File: src/rtl/txs_pkg.sv
package txs_pkg;
  localparam int STAT_W = 8;
  localparam int OP_W   = 5;

  localparam int BIT_CMPL = 7;
  localparam int BIT_IRQ  = 6;
  localparam int BIT_JAB  = 5;
  localparam int BIT_UND  = 4;
  localparam int BIT_MAXC = 3;
  localparam int BIT_OVF  = 2;

  localparam logic [OP_W-1:0] OP_GLOBAL_RST = 5'h00;
  localparam logic [OP_W-1:0] OP_TX_RST     = 5'h0B;

  typedef logic [STAT_W-1:0] stat_t;

  function automatic stat_t mk_entry(stat_t raw);
    stat_t e;
    e = '0;
    e[BIT_CMPL] = 1'b1;
    e[BIT_IRQ:BIT_MAXC] = raw[BIT_IRQ:BIT_MAXC];
    return e;
  endfunction
endpackage

File: src/rtl/txs_ring.sv
module txs_ring #(
  parameter int DEPTH   = 4,
  parameter int W       = 8,
  parameter int OVF_BIT = 2,
  localparam int PTR_W  = (DEPTH > 1) ? $clog2(DEPTH) : 1,
  localparam int CNT_W  = $clog2(DEPTH + 1)
) (
  input  logic             clk_i,
  input  logic             rst_ni,
  input  logic             clr_i,
  input  logic             push_i,
  input  logic [W-1:0]     din_i,
  input  logic             pop_i,
  output logic [W-1:0]     head_o,
  output logic [CNT_W-1:0] cnt_o
);
  logic [PTR_W-1:0] rd_q, wr_q, newest;
  logic [CNT_W-1:0] cnt_q;
  logic [W-1:0]     ent [DEPTH];
  logic             empty, full, pop_ok, push_ok, ovf;

  function automatic logic [PTR_W-1:0] nxt(logic [PTR_W-1:0] p);
    return (p == PTR_W'(DEPTH - 1)) ? '0 : p + 1'b1;
  endfunction

  assign empty   = (cnt_q == '0);
  assign full    = (cnt_q == CNT_W'(DEPTH));
  assign pop_ok  = pop_i && !empty;
  assign push_ok = push_i && (!full || pop_ok);
  // full with no pop: new entry lost, newest slot flagged
  assign ovf     = push_i && full && !pop_ok;
  assign newest  = (wr_q == '0) ? PTR_W'(DEPTH - 1) : wr_q - 1'b1;

  for (genvar i = 0; i < DEPTH; i++) begin : g_slot
    logic [W-1:0] ent_q;
    always_ff @(posedge clk_i or negedge rst_ni) begin
      if (!rst_ni) begin
        ent_q <= '0;
      end else if (!clr_i) begin
        if (push_ok && wr_q == PTR_W'(i)) ent_q <= din_i;
        else if (ovf && newest == PTR_W'(i)) ent_q[OVF_BIT] <= 1'b1;
      end
    end
    assign ent[i] = ent_q;
  end

  always_ff @(posedge clk_i or negedge rst_ni) begin
    if (!rst_ni) begin
      rd_q  <= '0;
      wr_q  <= '0;
      cnt_q <= '0;
    end else if (clr_i) begin
      rd_q  <= '0;
      wr_q  <= '0;
      cnt_q <= '0;
    end else begin
      if (pop_ok)  rd_q <= nxt(rd_q);
      if (push_ok) wr_q <= nxt(wr_q);
      case ({push_ok, pop_ok})
        2'b10:   cnt_q <= cnt_q + 1'b1;
        2'b01:   cnt_q <= cnt_q - 1'b1;
        default: cnt_q <= cnt_q;
      endcase
    end
  end

  assign head_o = empty ? '0 : ent[rd_q];
  assign cnt_o  = cnt_q;
endmodule

File: src/rtl/txs_ctrl.sv
module txs_ctrl
  import txs_pkg::*;
#(
  parameter int CMD_W = 16
) (
  input  logic             clk_i,
  input  logic             rst_ni,
  input  logic             cmd_we_i,
  input  logic [CMD_W-1:0] cmd_i,
  input  logic             push_i,
  input  stat_t            raw_i,
  output logic             clr_o,
  output logic             evt_o,
  output logic             halt_o
);
  logic [OP_W-1:0] op;
  logic            evt_q, halt_q, fatal, wants_evt;

  assign op        = cmd_i[CMD_W-1 -: OP_W];
  assign clr_o     = cmd_we_i && (op == OP_TX_RST || op == OP_GLOBAL_RST);
  assign fatal     = raw_i[BIT_JAB] | raw_i[BIT_UND];
  assign wants_evt = |raw_i[BIT_IRQ:BIT_MAXC];

  always_ff @(posedge clk_i or negedge rst_ni) begin
    if (!rst_ni) begin
      evt_q  <= 1'b0;
      halt_q <= 1'b0;
    end else if (clr_o) begin
      evt_q  <= 1'b0;
      halt_q <= 1'b0;
    end else begin
      evt_q <= push_i && wants_evt;
      if (push_i && fatal) halt_q <= 1'b1;
    end
  end

  assign evt_o  = evt_q;
  assign halt_o = halt_q;
endmodule

File: src/rtl/tx_cmpl_stack.sv
module tx_cmpl_stack
  import txs_pkg::*;
#(
  parameter int DEPTH  = 4,
  parameter int CMD_W  = 16,
  localparam int CNT_W = $clog2(DEPTH + 1)
) (
  input  logic              clk_i,
  input  logic              rst_ni,
  input  logic              push_i,
  input  logic [STAT_W-1:0] push_stat_i,
  input  logic              pop_i,
  input  logic              cmd_we_i,
  input  logic [CMD_W-1:0]  cmd_i,
  output logic [STAT_W-1:0] stat_o,
  output logic              tx_done_evt_o,
  output logic              tx_halt_o
);
  logic             clr;
  logic [CNT_W-1:0] cnt;
  stat_t            entry;

  assign entry = mk_entry(push_stat_i);

  txs_ctrl #(.CMD_W(CMD_W)) u_ctrl (
    .clk_i   (clk_i),
    .rst_ni  (rst_ni),
    .cmd_we_i(cmd_we_i),
    .cmd_i   (cmd_i),
    .push_i  (push_i),
    .raw_i   (push_stat_i),
    .clr_o   (clr),
    .evt_o   (tx_done_evt_o),
    .halt_o  (tx_halt_o)
  );

  txs_ring #(.DEPTH(DEPTH), .W(STAT_W), .OVF_BIT(BIT_OVF)) u_ring (
    .clk_i (clk_i),
    .rst_ni(rst_ni),
    .clr_i (clr),
    .push_i(push_i),
    .din_i (entry),
    .pop_i (pop_i),
    .head_o(stat_o),
    .cnt_o (cnt)
  );
endmodule

File: config.mk
export PLATFORM = sky130hd
export DESIGN_NAME = tx_cmpl_stack
export DESIGN_NICKNAME = d
export VERILOG_FILES = /design/src/rtl/txs_pkg.sv /design/src/rtl/txs_ring.sv /design/src/rtl/txs_ctrl.sv /design/src/rtl/tx_cmpl_stack.sv
export SDC_FILE = /design/constraint.sdc
export NUM_CORES = 1
export LEC_CHECK = 0
export BUFFER_PORTS_ARGS = -buffer_cell sky130_fd_sc_hd__buf_2
export CORE_UTILIZATION = 30
export DETAILED_ROUTE_END_ITERATION = 6
export PLACE_DENSITY = 0.48
export SLEW_MARGIN = 20
export SYNTH_ARGS = -nofsm -noshare
export SYNTH_HDL_FRONTEND = slang
export SYNTH_HIERARCHICAL = 1
export SYNTH_SLANG_ARGS = --single-unit
File: constraint.sdc
create_clock -name clk_i -period 2.85 [get_ports clk_i]
set_input_delay 0.4275 -clock clk_i [delete_from_list [all_inputs] [get_ports clk_i]]
set_output_delay 0.4275 -clock clk_i [all_outputs]
set_load 0.01 [all_outputs]
==> impl_metrics.yaml <==
logic_synthesis:
  synth.yosys.warnings: 6
  synthCells: 169
  seq_area_frac_synth_pct: 46.4
  ys_ff_latch: 41
  syn_area_per_cell_um2: 13.1
  synth_area_um2: 2210
  synth_cell_types: 37
sta:
  skew_ns: 0.00536
  max_freq_mhz: 423
  holdWs_ns: 0.263
  post-route-min-period_ns: 2.36
  finalSetupViolations: 0
  finalHoldViolCount: 0
  rsz0062_at_grt: "false"
  slew_violations: 0
  fin_crit_sh_pct: 83.0
  tightest_slew_ns: 0.925
  fin_tns_setup_ns: 0
  relSlewSlack_pct: 38.3
critical_path:
  critPathRequiredTime_ns: 2.42
  slowest_delay_ns: 0.77
  crit_family: "flip-flops"
  critPathLaunch: "u_ring/rd_q[0]$_DFFE_PN0P_"
  r2r_slack_ns: 0.52
  startpoint_type: "flop"
  criticalPathCategory: "flop to output port"
  cp_max_fo: 11
  crit_chain: "mux4_2, nor2b_1, buf_2"
  cp-end-kind: "output port"
  timing.rr.start: "u_ring/cnt_o[1]$_DFFE_PN0P_"
  arrival_ns: 1.94
  crit_buf_inv: 1
  critPathSlowestCell: "dfrtp_1"
clocking:
  numCtsBuffers: 5
  cts_hold_buf: 0
  cts_setup_buffers: 0
  root_buffer: "clkbuf_8"
  clk_path_buf_depth: 2
  cts_max_level: 2
  cts_tree: "yes"
  cts_resized: 0
  insertion_delay_ns: 0.30
  cts.sinks: 41
  path_clk_slew_ns: 0.08
detailed_routing:
  routedWlPerCell_um: 14.2
  via_count: 1422
  ant_nets: 0
  dr.pass1.iters: 4
  initialDrtViolationCount: 39
  wirelength_um: 4290
  drt-vias-per-instance: 4.69
  route.detailed.drc: 0
job:
  cap_violations: 0
power_and_ir_drop:
  powerDensity_nw_per_um2: 1070
  leakage_nw: 1.13
  vdd_ir_drop_max_mv: 0.223
  p_total_w: 0.00278
grt:
  grt_pass1_wl_um: 7090
  met2_usage_pct: 19.8
  grt_pass1_vias: 1372
  grt.overflow.total: 0
  grt_most_used_layer: "met2"
  grt_max_degree: 42
  antenna_found_initial: 0
  use_met3_pct: 3.39
  grt_use_met1_pct: 16.4
  grt_use_total_pct: 12.7
floorplanning:
  placementRows: 30
  core_um2: 6940
  io_pins: 39
  die_area_um2: 7720
  die_y_um: 87.9
  start_util_pct: 31.9
  die_width_um: 87.9
place:
  gp_congestion: 0.688
  portBuffers: 23
  hpwl_um: 2920
outcome:
  status: "completed"
cells_and_area:
  syn_to_final_growth_pct: 17.1
  drive_gt1_share_pct: 39.1
  fin_nets: 242
  antenna_cells: 0
worst_hold_path:
  hp-class: "input port to async pin"
synthesized netlist by cell type:
library cell | number | area, µm²
dfrtp_1 | 41 | 1030
mux2_2 | 28 | 315
nor2b_1 | 11 | 68.8
inv_1 | 8 | 30.0
mux4_2 | 8 | 180
a21oi_1 | 6 | 30.0
ha_1 | 6 | 75.1
nand3_1 | 6 | 30.0
buf_2 | 5 | 25.0
mux2i_1 | 5 | 50.1
a31oi_1 | 4 | 25.0
nor2_1 | 4 | 15.0
o21ai_0 | 4 | 20.0
nand3_4 | 3 | 52.6
buf_6 | 2 | 22.5
clkbuf_1 | 2 | 7.51
conb_1 | 2 | 7.51
nand2_1 | 2 | 7.51
nor4b_1 | 2 | 17.5
o2111ai_1 | 2 | 17.5
or2_2 | 2 | 12.5
a2111oi_4 | 1 | 27.5
a32oi_1 | 1 | 8.76
a41oi_1 | 1 | 8.76
fa_1 | 1 | 20.0
nand2b_1 | 1 | 6.26
nand4_4 | 1 | 21.3
o22ai_1 | 1 | 6.26
o31ai_1 | 1 | 7.51
o41ai_1 | 1 | 8.76
or3_1 | 1 | 6.26
or3_4 | 1 | 11.3
or3b_2 | 1 | 8.76
or4_1 | 1 | 7.51
or4b_1 | 1 | 10.0
xnor2_1 | 1 | 8.76
xor2_1 | 1 | 8.76
state kept, by name, indices dropped and copies added (netlist names):
| name | flops |
|---|---|
| u_ctrl/evt_o | 1 |
| u_ctrl/halt_o | 1 |
| u_ring/cnt_o | 3 |
| u_ring/g_slot.ent_q | 32 |
| u_ring/rd_q | 2 |
| u_ring/wr_q | 2 |
path summary, 6_finish.rpt:
kind                                                    endpoint  cells past startpoint
min in group clk_i         u_ring/g_slot[0].ent_q[3]$_DFFE_PN0P_                      2
max                                                    stat_o[1]                      3
min reg2reg                u_ring/g_slot[0].ent_q[4]$_DFFE_PN0P_                      1
min                                   u_ring/wr_q[0]$_DFFE_PN0P_                      1
max reg2reg                          u_ring/cnt_o[2]$_DFFE_PN0P_                      6
max in group asynchronous  u_ring/g_slot[0].ent_q[7]$_DFFE_PN0P_                      1
placed cells by master (no fill, tap or decap), types with 2 or more instances in the layout:
cell       count
or2_2          2
conb_1        13
mux2i_1        5
nor2_1         4
o2111ai_1      2
a21oi_1        6
buf_2         23
clkbuf_8       6
o21ai_0        4
inv_1          8
mux4_2         8
nand3_4        3
buf_4          5
mux2_2        28
nor2b_1       11
nor4b_1        2
ha_1           6
a31oi_1        4
nand2_1        2
dfrtp_1       41
nand3_1        6
per-stage QoR:
stage	instance area, µm²	instances	setup slack [ns]	utilization [%]
finish	2590	303	0.486	37.3
CTS	2590	303	0.426	37.3
global route	2590	303	0.367	37.3
floorplan	2250	180	0.611	-
global placement	2470	295	0.456	35.6
detailed placement	2470	295	0.464	35.6
kinds of logic (layout without fill, tap and decap cells):
family / after synthesis / count (layout) / synth area share (%)
AO/OA/AOI/OAI: 22 / 22 / 7.24
multiplexers: 41 / 41 / 24.7
XOR/XNOR: 2 / 2 / 0.792
buffers and inverters: 17 / 44 / 3.85
flip-flops: 41 / 41 / 46.4
adder cells (fa/ha/maj): 7 / 7 / 4.30
AND/OR/NAND/NOR: 37 / 37 / 12.4
other: 2 / 13 / 0.339
layout make-up:
cell class / count / area, µm²
clock buffers: 6 / 82.6
multi-input cells: 122 / 1140
fillers: 691 / 4350
clock inverters: 2 / 37.5
flip-flops and latches: 41 / 1030
inverters: 8 / 30.0
well taps: 96 / 120
repair buffers: 28 / 153
report_power, final:
part           switching [W]  total, W  internal, W  leakage, nW
Sequential          0.000241   0.00111     0.000866        0.485
Clock               0.000210  0.000495     0.000285       0.0574
Combinational       0.000482   0.00117     0.000692        0.583
Total               0.000933   0.00278      0.00184         1.13
routing by layer:
layer	vias to the layer above	part of all wire [%]
met5	-	0
met4	0	2.0
met3	5	4.6
met2	29	47
met1	710	47
li1	678	-
(Power assumes the default switching activity.)
